<file path="config.mk">
export PLATFORM = sky130hd
export DESIGN_NAME = peak_level_capture
export DESIGN_NICKNAME = d
export VERILOG_FILES = /design/src/rtl/peak_level_pkg.sv /design/src/rtl/peak_mag.sv /design/src/rtl/peak_db_encode.sv /design/src/rtl/peak_hold_ctrl.sv /design/src/rtl/peak_level_capture.sv
export SDC_FILE = /design/constraint.sdc
export NUM_CORES = 1
export LEC_CHECK = 0
export BUFFER_PORTS_ARGS = -buffer_cell sky130_fd_sc_hd__clkbuf_2
export CORE_UTILIZATION = 58
export DETAILED_ROUTE_END_ITERATION = 6
export MAX_ROUTING_LAYER = met4
export PLACE_DENSITY = 0.79
export SYNTH_ARGS = -nofsm -noshare
export SYNTH_HDL_FRONTEND = slang
export SYNTH_SLANG_ARGS = --single-unit
</file>
<file path="constraint.sdc">
create_clock -name clk_i -period 3.35 [get_ports clk_i]
set_input_delay 0.67 -clock clk_i [delete_from_list [all_inputs] [get_ports clk_i]]
set_output_delay 0.67 -clock clk_i [all_outputs]
set_load 0.005 [all_outputs]
</file>
<file path="src/rtl/peak_level_pkg.sv">
package peak_level_pkg;

    typedef enum logic [0:0] {
        PK_IDLE  = 1'b0,
        PK_TRACK = 1'b1
    } pk_state_e;

    localparam int PK_CODE_W  = 6;
    localparam int PK_N_STEPS = 64;

    // Smallest integer magnitude that meets fs * 10^(-n/20)
    function automatic longint pk_thresh(input longint fs, input int n);
        real lvl;
        lvl = real'(fs) * (10.0 ** (-real'(n) / 20.0));
        return longint'($ceil(lvl));
    endfunction

endpackage

</file>
<file path="src/rtl/peak_mag.sv">
module peak_mag #(
    parameter int W = 24,
    localparam int MW = W - 1
) (
    input  logic [W-1:0]  sample_i,
    output logic [MW-1:0] mag_o
);

    always_comb begin
        if (!sample_i[W-1]) begin
            mag_o = sample_i[MW-1:0];
        end else if (sample_i[MW-1:0] == '0) begin
            mag_o = '1;                       // most negative saturates
        end else begin
            mag_o = (~sample_i[MW-1:0]) + 1'b1;
        end
    end

    always_comb begin
        if (sample_i[W-1] && sample_i != {1'b1, {MW{1'b0}}}) begin
            a_r2_neg_mag: assert (mag_o != '0);
        end
    end

endmodule

</file>
<file path="src/rtl/peak_db_encode.sv">
module peak_db_encode
    import peak_level_pkg::*;
#(
    parameter int W = 24,
    localparam int MW = W - 1,
    localparam longint FS = (64'sd1 <<< MW) - 64'sd1
) (
    input  logic [MW-1:0]          mag_i,
    output logic [PK_CODE_W-1:0]   code_o
);

    logic [PK_N_STEPS-1:0] hit;

    for (genvar gi = 0; gi < PK_N_STEPS; gi++) begin : g_step
        localparam logic [MW-1:0] THR = MW'(pk_thresh(FS, gi));
        assign hit[gi] = (mag_i >= THR);
    end

    always_comb begin
        code_o = PK_CODE_W'(PK_N_STEPS - 1);
        for (int n = PK_N_STEPS - 1; n >= 0; n--) begin
            if (hit[n]) code_o = PK_CODE_W'(n);
        end
    end

    always_comb begin
        if (mag_i == '0) begin
            a_r4_zero_floor: assert (code_o == PK_CODE_W'(PK_N_STEPS - 1));
        end
        if (mag_i == '1) begin
            a_r3_full_scale: assert (code_o == '0);
        end
    end

endmodule

</file>
<file path="src/rtl/peak_hold_ctrl.sv">
module peak_hold_ctrl
    import peak_level_pkg::*;
#(
    parameter int MW = 23
) (
    input  logic          clk_i,
    input  logic          rst_ni,
    input  logic [MW-1:0] mag_i,
    input  logic          sample_vld_i,
    input  logic          enable_i,
    input  logic          rd_i,
    output logic [MW-1:0] held_o
);

    pk_state_e     state_q, state_d;
    logic [MW-1:0] held_q, held_d, base;
    logic          restart, take;

    // state register
    always_ff @(posedge clk_i or negedge rst_ni) begin
        if (!rst_ni) begin
            state_q <= PK_IDLE;
            held_q  <= '0;
        end else begin
            state_q <= state_d;
            held_q  <= held_d;
        end
    end

    // next state and held value
    always_comb begin
        state_d = state_q;
        restart = rd_i;
        unique case (state_q)
            PK_IDLE: begin
                if (enable_i) begin
                    state_d = PK_TRACK;      // arm
                    restart = 1'b1;
                end
            end
            PK_TRACK: begin
                if (!enable_i) state_d = PK_IDLE;  // disarm
            end
            default: state_d = PK_IDLE;
        endcase
        take   = sample_vld_i && enable_i;
        base   = restart ? '0 : held_q;
        held_d = base;
        if (take && (mag_i > base)) held_d = mag_i;
    end

    assign held_o = held_q;

    a_r6_frozen: assert property (@(posedge clk_i) disable iff (!rst_ni)
        (!enable_i && !rd_i) |=> $stable(held_q));

    a_r8_read_clears: assert property (@(posedge clk_i) disable iff (!rst_ni)
        (rd_i && !(sample_vld_i && enable_i)) |=> (held_q == '0));

    a_r9_read_sample: assert property (@(posedge clk_i) disable iff (!rst_ni)
        (rd_i && sample_vld_i && enable_i) |=> (held_q == $past(mag_i)));

    a_r5_no_drop: assert property (@(posedge clk_i) disable iff (!rst_ni)
        (state_q == PK_TRACK && enable_i && !rd_i) |=> (held_q >= $past(held_q)));

    a_r7_restart: assert property (@(posedge clk_i) disable iff (!rst_ni)
        (state_q == PK_IDLE && enable_i && !sample_vld_i) |=> (held_q == '0));

    a_r10_no_valid: assert property (@(posedge clk_i) disable iff (!rst_ni)
        (state_q == PK_TRACK && enable_i && !sample_vld_i && !rd_i) |=> $stable(held_q));

endmodule

</file>
<file path="src/rtl/peak_level_capture.sv">
module peak_level_capture
    import peak_level_pkg::*;
#(
    parameter int W = 24
) (
    input  logic                 clk_i,
    input  logic                 rst_ni,
    input  logic [W-1:0]         sample_i,
    input  logic                 sample_vld_i,
    input  logic                 enable_i,
    input  logic                 rd_i,
    output logic [PK_CODE_W-1:0] peak_code_o
);

    localparam int MW = W - 1;

    logic [MW-1:0] mag, held;

    peak_mag #(.W(W)) u_mag (
        .sample_i (sample_i),
        .mag_o    (mag)
    );

    peak_hold_ctrl #(.MW(MW)) u_ctrl (
        .clk_i        (clk_i),
        .rst_ni       (rst_ni),
        .mag_i        (mag),
        .sample_vld_i (sample_vld_i),
        .enable_i     (enable_i),
        .rd_i         (rd_i),
        .held_o       (held)
    );

    peak_db_encode #(.W(W)) u_enc (
        .mag_i  (held),
        .code_o (peak_code_o)
    );

endmodule

</file>
==> flow_metrics.py, run 1 <==
metrics = {
    "global_route": {
        "grt_max_degree": 35,
        "grt_pass1_vias": 10600,
        "overflow": 94,
        "grt_pass1_wl_mm": 56.8,
        "grt_usage_pct": 71.9,
    },
    "synthesis": {
        "synth_cell_types": 79,
        "avgSynthCellArea_sq_um": 6.48,
        "ys_warn_count": 0,
        "synth-main-ff-cell": "dfrtp_1",
        "synth_xor_area_share_pct": 0.881,
        "synth-compound-area-share_pct": 34.9,
        "synth_top_area_share_pct": 10.1,
        "synth_nets": 973,
        "synthTopCellsByArea": "dfrtp_1, o21ai_0, nand2_1",
        "yosysSeqAreaShare_pct": 10.1,
        "synth_area_sq_mm": 0.00596,
        "synthSimpleGateAreaFrac_pct": 36.0,
        "yosysTopAreaCell": "dfrtp_1",
        "netlist_instances": 920,
        "muxShareOfSynthArea_pct": 4.18,
        "synth-async-reset-ratio_pct": 100,
        "synth_top_family_by_area": "simple AND/OR/NAND/NOR gates",
        "synth_fa_ha_area_share_pct": 5.04,
        "synth_edf_count": 0,
        "ys_ff_latch": 24,
    },
    "clock_network": {
        "clockBufferDepth": 2,
        "cts_buffers": 3,
        "clkSinkCount": 24,
        "h-tree-depth": 1,
        "cts_root_buf": "clkbuf_8",
    },
    "floorplanning": {
        "rows": 36,
        "start_util_pct": 60.5,
        "die_w_microns": 103,
        "fp.dieH_microns": 103,
        "ios": 35,
    },
    "placement": {
        "portBuffers": 34,
        "globalplace.congestion": 1.46,
        "dpl.hpwl_mm": 22.0,
        "dp.cells": 1256,
    },
    "outcome": {
        "error": "[ERROR GRT-0116] Global routing finished with congestion. Check the congestion regions in the DRC Viewer.",
        "haltStage": "global routing",
        "run_status": "stopped before the end",
    },
}
## timing repair
item | in CTS
resized for setup | 37
pin swaps | 12
setup buffers | 27
hold buffers | 0
setup endpoints to repair | 27
cloned | 1
## logic make-up after synthesis
family                     Yosys count
xor gates and xnor gates             6
adders and majority gates           24
AOI/OAI and AO/OA                  305
buffers and inverters              134
DFF                                 24
and+or+nand+nor                    404
muxes                               23
## per-stage QoR
stage | setup slack, ps | instance area (sq um) | hold slack [ps] | setup TNS, ps
floorplan | -737 | 6110 | 374 | -14980
global placement | -1000 | 8020 | 624 | -21640
detailed placement | -1060 | 8020 | 656 | -23030
CTS | -664 | 8450 | 406 | -14670
## cells in the mapped netlist (8+ instances only)
master    instances
a21oi_1          53
and2_1           24
clkbuf_1         62
nor3_1           30
nor2_1           75
or4_1             8
a211o_1          10
a211oi_1         13
o41ai_1          12
inv_1            48
o21a_1           11
nand4_1          17
o21ai_0          68
mux2_2           13
o211ai_1         18
nor2b_1          16
nand3_1          45
mux2i_1           8
nor4bb_1         10
buf_2            15
or2_2            11
nand2_1          89
or3_1            13
ha_1             24
dfrtp_1          24
a31oi_1          21
a21o_1           19
nor4_1           14
o31ai_1          11
and3_1           10
nand2b_1         11
## routing by layer
layer / track usage (%) / GRT overflow
met1: 68.9 / 0
met2: 90.1 / 51
met3: 50.3 / 2
met4: 75.6 / 41
met5: - / -
==> run 2, diff against run 1 <==
Settings changed: CORE_UTILIZATION 58 to 40, MAX_ROUTING_LAYER met4 to not set, PLACE_DENSITY 0.79 to not set, PLACE_DENSITY_LB_ADDON set to 0.15.
Clock period 3.35 ns to 4.36 ns, I/O delays scaled along.
==> run 2 against run 1 <==
  * The flow now finishes, with violations (design-rule violations)
  * Synthesized area unchanged
  * Synthesized cell count unchanged
==> flow_metrics.py, run 2 <==
metrics = {
    "layout": {
        "nFillCells": 1505,
        "fin_nets": 1110,
        "drive_gt1_share_pct": 28.9,
        "final_cells": 1240,
        "layout_common_cells": "buf_4, nand2_1, nor2_1",
        "final_common_cell": "buf_4",
        "largest_reg_flops": 23,
        "syn_to_final_growth_pct": 31.6,
        "antenna_cells": 0,
    },
    "synthesis": {
        "synth_cell_types": 79,
        "ys_ff_latch": 24,
        "synth-main-ff-cell": "dfrtp_1",
        "ys_warn_count": 0,
        "yosysMostFrequentCell": "nand2_1",
        "synthTopCellsByArea": "dfrtp_1, o21ai_0, nand2_1",
        "synth_top_area_share_pct": 10.1,
        "synth_area_sq_mm": 0.00596,
        "synthTopCellsByCount": "nand2_1, nor2_1, o21ai_0",
        "yosysTopAreaCell": "dfrtp_1",
        "yosysSeqAreaShare_pct": 10.1,
        "synth_nets": 973,
        "netlist_instances": 920,
        "avgSynthCellArea_sq_um": 6.48,
        "synth-async-reset-ratio_pct": 100,
        "synth_edf_count": 0,
    },
    "route": {
        "wl_per_cell_microns": 26.4,
        "drt_iter0_markers": 1540,
        "antenna_left": 0,
        "dr.pass1.iters": 7,
        "vias_per_cell": 6.79,
        "vias": 8420,
        "wl_mm": 32.7,
        "drc": 8,
    },
    "critical_path": {
        "r2r_start": "u_ctrl.held_o[16]",
        "crit_family": "simple AND/OR/NAND/NOR gates",
        "critPathKind": "in2reg",
        "cp.required_ps": 4510,
        "startpoint": "sample_i[1]",
        "r2r_slack_ps": 1280,
        "cpMaxStageDelayCell": "or3_4",
        "arrival_ps": 4430,
        "crit_path_max_fanout": 8,
        "worst-path-buf-inv": 4,
        "max_stage_delay_ps": 460,
        "startpoint_type": "input port",
        "worst_setup_path_end_kind": "register",
        "crit_chain": "buf_8, inv_4, ha_4, or3b_4, and4b_2, nand3_4, or3_4, nor2_4, nor2_4, inv_2, ha_4, a21o_1, a21o_1, a21oi_2, o21ai_2, a211oi_2, a21oi_4, clkbuf_16, mux2_4",
    },
    "sta": {
        "clock_skew_ps": 11.0,
        "max_freq_mhz": 234,
        "drv_slew": 0,
        "setup_viol": 0,
        "post-route-worst-setup-slack_ps": 80.5,
        "finalCritPeriodShare_pct": 98.2,
        "hold_viol": 0,
        "slew_headroom_pct": 28.4,
        "rsz0062_at_grt": "true",
        "layout_min_cycle_time_ps": 4280,
        "worstMarginPinSlew_ps": 1060,
        "setup_tns_ps": 0,
    },
    "pwr": {
        "ir_drop_mv": 0.143,
        "power_density_mw_per_mm2": 256,
        "leakagePower_nw": 3.25,
        "finalPower_mw": 2.01,
    },
    "clock_network": {
        "hold_buffers": 0,
        "cts_buffers": 3,
        "path_clk_slew_ps": 70,
        "clk_latency_ps": 260,
        "clkSinkCount": 24,
        "cts_root_buf": "clkbuf_16",
        "cts_tree": "yes",
        "h-tree-depth": 1,
        "clockBufferDepth": 2,
    },
    "global_route": {
        "antenna_found_initial": 0,
        "grt_usage_pct": 42.5,
        "grt_pass1_wl_mm": 47.5,
        "overflow": 0,
        "grt_pass1_vias": 7884,
        "grt_max_degree": 25,
    },
    "placement": {
        "dp_slack_ps": -457,
        "dpl.hpwl_mm": 25.1,
        "dp.cells": 1228,
        "globalplace.congestion": 1.08,
        "portBuffers": 34,
    },
    "job": {
        "max_cap_viol_count": 0,
    },
    "floorplanning": {
        "rows": 44,
        "die_w_microns": 124,
        "fp.dieH_microns": 124,
        "dieArea_sq_mm": 0.0154,
        "ios": 35,
        "start_util_pct": 41.0,
        "core_sq_mm": 0.0145,
    },
    "outcome": {
        "violations": "design-rule violations",
        "run_status": "complete, but fails checks",
    },
    "worst_hold_path": {
        "hp-class": "in2async",
    },
}
-- run 2: timing repair --
item | CTS | global route
pin swaps | 0 | 24
endpoints found under the setup margin | 22 | 25
resized for setup | 4 | 66
cloned | 0 | 2
buffers inserted | 0 | 6
-- run 2: kinds of logic after synthesis --
kind of cell	share of synthesized area (%)
AO/OA/AOI/OAI	34.9
XOR/XNOR	0.881
adder cells (fa/ha/maj)	5.04
buffers and inverters	8.88
flip-flops	10.1
multiplexers	4.18
AND/OR/NAND/NOR	36.0
-- run 2: final timing paths --
| kind | to | cells past startpoint |
|---|---|---|
| max | u_ctrl.held_o[10] | 19 |
| min | u_ctrl.held_o[8] | 1 |
| max reg2reg | u_ctrl.held_o[10] | 13 |
| min reg2reg | u_ctrl.held_o[0] | 2 |
| max in group asynchronous | u_ctrl.held_o[7] | 1 |
| min in group clk_i | u_ctrl.held_o[0] | 2 |
-- run 2: stage by stage --
stage	util [%]	area, sq um	hold slack [ps]
after floorplan	-	6020	576
after global placement	50.7	7370	720
after detailed placement	50.7	7370	720
after CTS	51.5	7480	638
after global routing	54.0	7850	661
final	54.0	7850	612
-- run 2: layer usage --
metal	vias up	global-route usage (%)	wire length [microns]
li1	3734	-	-
met1	3832	51.2	11800
met2	676	64.6	14200
met3	178	10.7	3780
met4	0	32.1	2970
met5	-	0	0
-- run 2: report_power, final --
group / leakage [nW] / internal (mW) / switching, mW
clock network: 0.0511 / 0.183 / 0.0831
logic: 2.88 / 0.585 / 0.867
registers: 0.320 / 0.242 / 0.0531
total: 3.25 / 1.01 / 1.00
-- run 2: layout make-up --
cell class | instances | area, sq um | area share [%]
clock buffers | 3 | 75.1 | 0.957
clock inverters | 1 | 30.0 | 0.383
inverters | 49 | 189 | 2.41
multi-input cells | 762 | 5120 | 65.2
flip-flops and latches | 24 | 603 | 7.69
well taps | 184 | 230 | 2.93
repair buffers | 217 | 1600 | 20.4
-- run 2: worst reg2reg max path, stage by stage (launching register included) --
cell	delay [ps]
dfrtp_1	550
buf_4	260
and2_1	170
inv_1	50
ha_1	280
a21o_1	170
a21o_1	170
a21o_1	160
a21oi_2	150
o21ai_2	110
a211oi_2	300
a21oi_4	130
clkbuf_16	180
mux2_4	300
Power figures use the tool's default switching activity.
==> run 3, diff against run 2 <==
--- a/config.mk
+++ b/config.mk
@@ -6,4 +6,5 @@
 export NUM_CORES = 1
 export LEC_CHECK = 0
+export ABC_CLOCK_PERIOD_IN_PS = 4360
 export BUFFER_PORTS_ARGS = -buffer_cell sky130_fd_sc_hd__clkbuf_2
 export CORE_UTILIZATION = 40
==> constraint.sdc (replaced) <==
create_clock -name clk_i -period 4.36 [get_ports clk_i]
set_input_delay 0.872 -clock clk_i [delete_from_list [all_inputs] [get_ports clk_i]]
set_output_delay 0.872 -clock clk_i [all_outputs]
set_load 0.02 [all_outputs]
==> run 3 against run 2 <==
  * Design area is 1.8% higher
  * Combinational power is 5% higher
  * Register-to-register slack worse by 150 ps
  * Clock power is 2% higher
  * Highest routed layer unchanged
  * The flow finishes with violations (design-rule violations, negative setup slack)
  * Critical path type unchanged
  * Via count is 2.4% higher
==> flow_metrics.py, run 3 (same netlist as run 2, synthesis figures left out) <==
metrics = {
    "layout": {
        "final_common_cell": "buf_4",
        "layout_common_cells": "buf_4, nand2_1, nor2_1",
        "fin_nets": 1127,
        "largest_reg_flops": 23,
        "antenna_cells": 0,
        "drive_gt1_share_pct": 29.6,
        "syn_to_final_growth_pct": 33.9,
    },
    "critical_path": {
        "critPathKind": "in2reg",
        "reg2regPathDepth": 13,
        "startpoint_type": "input port",
        "worst_setup_path_end_kind": "register",
        "reg2reg_to": "u_ctrl.held_o[4]",
        "crit_path_max_fanout": 10,
        "r2r_slack_ps": 1130,
        "cp.required_ps": 4510,
        "r2r_start": "u_ctrl.held_o[1]",
        "arrival_ps": 4540,
    },
    "floorplanning": {
        "fp.dieH_microns": 124,
        "dieArea_sq_mm": 0.0154,
        "core_sq_mm": 0.0145,
        "rows": 44,
        "ios": 35,
        "start_util_pct": 41.0,
        "die_w_microns": 124,
    },
    "pwr": {
        "ir_drop_mv": 0.156,
        "power_density_mw_per_mm2": 260,
        "seq_power_share_pct": 14.0,
        "intPower_mw": 1.02,
        "finalPower_mw": 2.08,
        "p_switching_mw": 1.05,
        "pwr-share-clk_pct": 13.0,
        "leakagePower_nw": 3.34,
        "switching_share_pct": 50.7,
        "p_comb_share_pct": 73.0,
    },
    "outcome": {
        "run_status": "complete, but fails checks",
        "violations": "design-rule violations, negative setup slack",
    },
    "global_route": {
        "overflow": 0,
        "grt_usage_pct": 43.5,
        "antenna_found_initial": 0,
        "grt_pass1_vias": 7999,
        "grt_pass1_wl_mm": 48.7,
        "grt_max_degree": 25,
    },
    "route": {
        "vias_per_cell": 6.86,
        "wl_mm": 33.6,
        "wl_per_cell_microns": 26.7,
        "drt_iter0_markers": 1327,
        "vias": 8621,
        "antenna_left": 0,
        "dr.pass1.iters": 7,
        "drc": 13,
    },
    "sta": {
        "clock_skew_ps": 4.51,
        "slew_headroom_pct": 51.1,
        "post-route-worst-setup-slack_ps": -21.2,
        "setup_viol": 5,
        "layout_min_cycle_time_ps": 4380,
        "max_freq_mhz": 228,
        "drv_slew": 0,
        "worstMarginPinSlew_ps": 730,
        "finalCritPeriodShare_pct": 100,
        "hold_viol": 0,
        "rsz0062_at_grt": "true",
    },
    "clock_network": {
        "cts_tree": "yes",
        "path_clk_slew_ps": 70,
        "clkSinkCount": 24,
        "h-tree-depth": 1,
        "cts_root_buf": "clkbuf_16",
        "cts_buffers": 3,
        "clk_latency_ps": 270,
        "clockBufferDepth": 2,
    },
    "worst_hold_path": {
        "hp-class": "in2async",
    },
    "placement": {
        "portBuffers": 34,
        "dpl.hpwl_mm": 25.8,
        "globalplace.congestion": 1.04,
        "dp_slack_ps": -362,
    },
    "job": {
        "max_cap_viol_count": 0,
    },
}
run 3: layout make-up:
type,instances,area [sq um]
Timing Repair Buffer,234,1740
Sequential cell,24,606
Clock inverter,1,30.0
Fill cell,1491,6550
Tap cell,184,230
Clock buffer,3,75.1
Inverter,49,191
Multi-Input combinational cell,762,5110
run 3: repair_timing:
action / in CTS / in global routing
setup buffers: 0 / 5
cloned: 0 / 2
pin swaps: 0 / 8
setup endpoints to repair: 19 / 24
resized for setup: 1 / 77
hold buffers: 0 / 0
run 3: worst max path at each step:
| stage | from | endpoint | slack, ps |
|---|---|---|---|
| floorplan | sample_i[1] | u_ctrl.held_o[16] | 40 |
| global placement | sample_i[1] | u_ctrl.held_o[22] | -290 |
| detailed placement | sample_i[0] | u_ctrl.held_o[18] | -360 |
| CTS | sample_i[0] | u_ctrl.held_o[18] | 20 |
| global route | sample_i[1] | u_ctrl.held_o[9] | -120 |
| finish | sample_i[1] | u_ctrl.held_o[4] | -20 |
run 3: power by group through the flow:
stage / combinational, mW / sequential (mW) / clock, mW
final: 1.52 / 0.291 / 0.270
after global routing: 1.59 / 0.293 / 0.283
after CTS: 1.38 / 0.286 / 0.273
after detailed placement: 1.38 / 0.290 / 0
after global placement: 1.40 / 0.291 / 0
after floorplan: 0.794 / 0.256 / 0
run 3: worst max-delay path, cell delays in order:
cell and delay (ps):
buf_8 100, inv_6 50, ha_4 120, or3b_4 390, and4b_2 340, nand3_4 90, or3_4 440, nor2_4 240
nor2_4 60, ha_2 160, nor2b_1 110, o21a_1 130, o21a_1 110, o21ai_1 70, a211oi_1 220, o21ai_1 140
a21oi_4 310, clkbuf_16 230, mux2_2 330
run 3: metal layers:
metal	GRT usage (%)	up-vias	part of all wire, %
met1	51.1	3962	36
met2	67.8	673	44
li1	-	3784	-
met4	29.9	0	8.2
met5	0	-	0
met3	12.7	202	12
run 3: stage by stage:
stage          area, sq um  std cells  utilization [%]  TNS, ps  hold WS, ps
6_report              7980       1257             54.9    -72.4          619
5_1_grt               7980       1257             54.9    -1560          663
4_1_cts               7610       1250             52.4        0          634
3_5_place_dp          7500       1246             51.6    -7310          761
3_3_place_gp          7500       1246             51.6    -5900          755
2_1_floorplan         6020        920                -        0          576
==> run 4, diff against run 3 <==
Settings changed: ABC_CLOCK_PERIOD_IN_PS 4360 to 4400.
Clock period 4.36 ns to 4.4 ns, I/O delays scaled along.
==> run 4 against run 3 <==
  * The flow now finishes without violations
  * Power down 2.7%
  * Sequential power up 3%
  * Core utilization down 0.86 points
  * Register-to-register slack better by 140 ps
  * First-iteration DRC count about the same
  * Hold slack about the same
  * Sequential share of layout area up 0.14 points
==> flow_metrics.py, run 4 (same netlist as run 2, synthesis figures left out) <==
metrics = {
    "pwr": {
        "pwr-share-clk_pct": 13.3,
        "p_switching_mw": 1.02,
        "switching_share_pct": 50.6,
        "leakagePower_nw": 3.27,
        "seq_power_share_pct": 14.8,
        "intPower_mw": 0.999,
        "p_comb_share_pct": 72.0,
        "power_density_mw_per_mm2": 257,
        "finalPower_mw": 2.02,
        "ir_drop_mv": 0.155,
    },
    "sta": {
        "post-route-worst-setup-slack_ps": 42.8,
        "layout_min_cycle_time_ps": 4360,
        "setup_tns_ps": 0,
        "clock_skew_ps": 4.05,
        "drv_slew": 0,
        "hold_viol": 0,
        "max_freq_mhz": 230,
        "setup_viol": 0,
        "finalCritPeriodShare_pct": 99.0,
        "slew_headroom_pct": 20.1,
        "rsz0062_at_grt": "true",
        "worstMarginPinSlew_ps": 1190,
    },
    "clock_network": {
        "clkSinkCount": 24,
        "clockBufferDepth": 2,
        "cts_buffers": 3,
        "cts_tree": "yes",
        "clk_latency_ps": 270,
        "path_clk_slew_ps": 70,
        "cts_root_buf": "clkbuf_16",
        "h-tree-depth": 1,
    },
    "floorplanning": {
        "fp.dieH_microns": 124,
        "core_sq_mm": 0.0145,
        "rows": 44,
        "ios": 35,
        "start_util_pct": 41.0,
        "dieArea_sq_mm": 0.0154,
        "die_w_microns": 124,
    },
    "critical_path": {
        "arrival_ps": 4510,
        "crit_path_max_fanout": 5,
        "crit_chain": "buf_6, inv_4, ha_4, or3b_4, and4b_2, nand3_4, or3_4, buf_4, nand3_1, nand2_1, o21ai_0, ha_1, nand4_1, nor4_1, buf_4, nand2_1, o2111ai_2, a21oi_4, clkbuf_16, mux2_4",
        "startpoint_type": "input port",
        "cpMaxStageDelayCell": "or3_4",
        "worst_setup_path_end_kind": "register",
        "crit_family": "simple AND/OR/NAND/NOR gates",
        "worst-path-buf-inv": 5,
        "critPathKind": "in2reg",
        "cp.required_ps": 4550,
        "max_stage_delay_ps": 440,
    },
    "placement": {
        "placed_area_sq_mm": 0.00738,
        "portBuffers": 34,
        "globalplace.congestion": 1.09,
        "dp_slack_ps": -306,
        "dpl.hpwl_mm": 24.3,
    },
    "layout": {
        "layout_common_cells": "buf_4, nand2_1, nor2_1",
        "multiInputGateArea_sq_mm": 0.00508,
        "design_area_sq_mm": 0.00786,
        "antenna_cells": 0,
        "drive_gt1_share_pct": 28.1,
        "largest_reg_flops": 23,
        "nFillCells": 1521,
        "syn_to_final_growth_pct": 31.8,
        "fin_nets": 1110,
        "fin_util_pct": 54.1,
        "ff_latch_area_sq_um": 607,
        "final_common_cell": "buf_4",
    },
    "global_route": {
        "grt_pass1_vias": 7763,
        "grt_usage_pct": 42.8,
        "grt_max_degree": 25,
        "grt_pass1_wl_mm": 47.9,
        "antenna_found_initial": 0,
        "overflow": 0,
    },
    "worst_hold_path": {
        "hp-class": "in2async",
    },
    "outcome": {
        "run_status": "complete, no violations",
    },
    "route": {
        "wl_mm": 32.5,
        "antenna_left": 0,
        "drc": 0,
        "vias_per_cell": 6.92,
        "vias": 8581,
        "drt_iter0_markers": 1328,
        "dr.pass1.iters": 7,
        "wl_per_cell_microns": 26.2,
    },
    "job": {
        "max_cap_viol_count": 0,
    },
}
[run 4: cell count changes in the layout (fill, tap and decap cells not counted), sizes merged]
cell | before | now
buf | 200 | 182
or3 | 13 | 14
[run 4: power by group through the flow]
stage | sequential [mW] | combinational, mW | clock (mW)
floorplan | 0.254 | 0.787 | 0
global placement | 0.299 | 1.35 | 0
detailed placement | 0.298 | 1.32 | 0
CTS | 0.294 | 1.33 | 0.273
global route | 0.300 | 1.52 | 0.277
finish | 0.299 | 1.46 | 0.268
[run 4: per-stage QoR]
stage	instances	hold slack, ps
6_report	1240	619
5_1_grt	1240	669
4_1_cts	1229	638
3_5_place_dp	1225	631
3_3_place_gp	1225	616
2_1_floorplan	920	584
[run 4: timing repair]
| action | in CTS | in global routing |
|---|---|---|
| endpoints found under the setup margin | 15 | 25 |
| hold endpoints to repair | 0 | 0 |
| gates resized for setup | 1 | 66 |
| hold buffers | 0 | 0 |
| buffers inserted | 0 | 7 |
| pin swaps | 0 | 7 |
| cloned | 0 | 4 |
[run 4: worst reg2reg max path: cells and delay by family, from the launching register on]
family / cells / cell delay (ps)
AO/OA/AOI/OAI: 7 / 1130
adder cells (fa/ha/maj): 1 / 280
buffers and inverters: 3 / 580
flip-flops: 1 / 560
multiplexers: 1 / 290
AND/OR/NAND/NOR: 1 / 190
[run 4: cell type report]
class,count,area share [%]
sequential,24,7.72
tap,184,2.93
multi-input combinational,763,64.7
inverter,49,2.40
clock inverter,1,0.382
timing repair buffer,216,20.9
clock buffer,3,0.955
[run 4: path summary, 6_finish.rpt]
kind,to,cells past startpoint,slack (ps),startpoint
max,u_ctrl.held_o[4],20,40,sample_i[1]
min,u_ctrl.state_q,1,620,rst_ni
max reg2reg,u_ctrl.held_o[4],13,1270,u_ctrl.held_o[16]
min reg2reg,u_ctrl.held_o[14],2,640,u_ctrl.held_o[14]
max in group asynchronous,u_ctrl.held_o[13],1,3310,rst_ni
min in group clk_i,u_ctrl.held_o[14],2,640,u_ctrl.held_o[14]
[run 4: routing by layer]
metal,routed length (microns),track usage [%],vias to the layer above
li1,-,-,3742
met1,11400,50.3,3920
met2,14200,65.3,713
met3,4320,16.0,206
met4,2630,26.9,0
met5,0,0,-
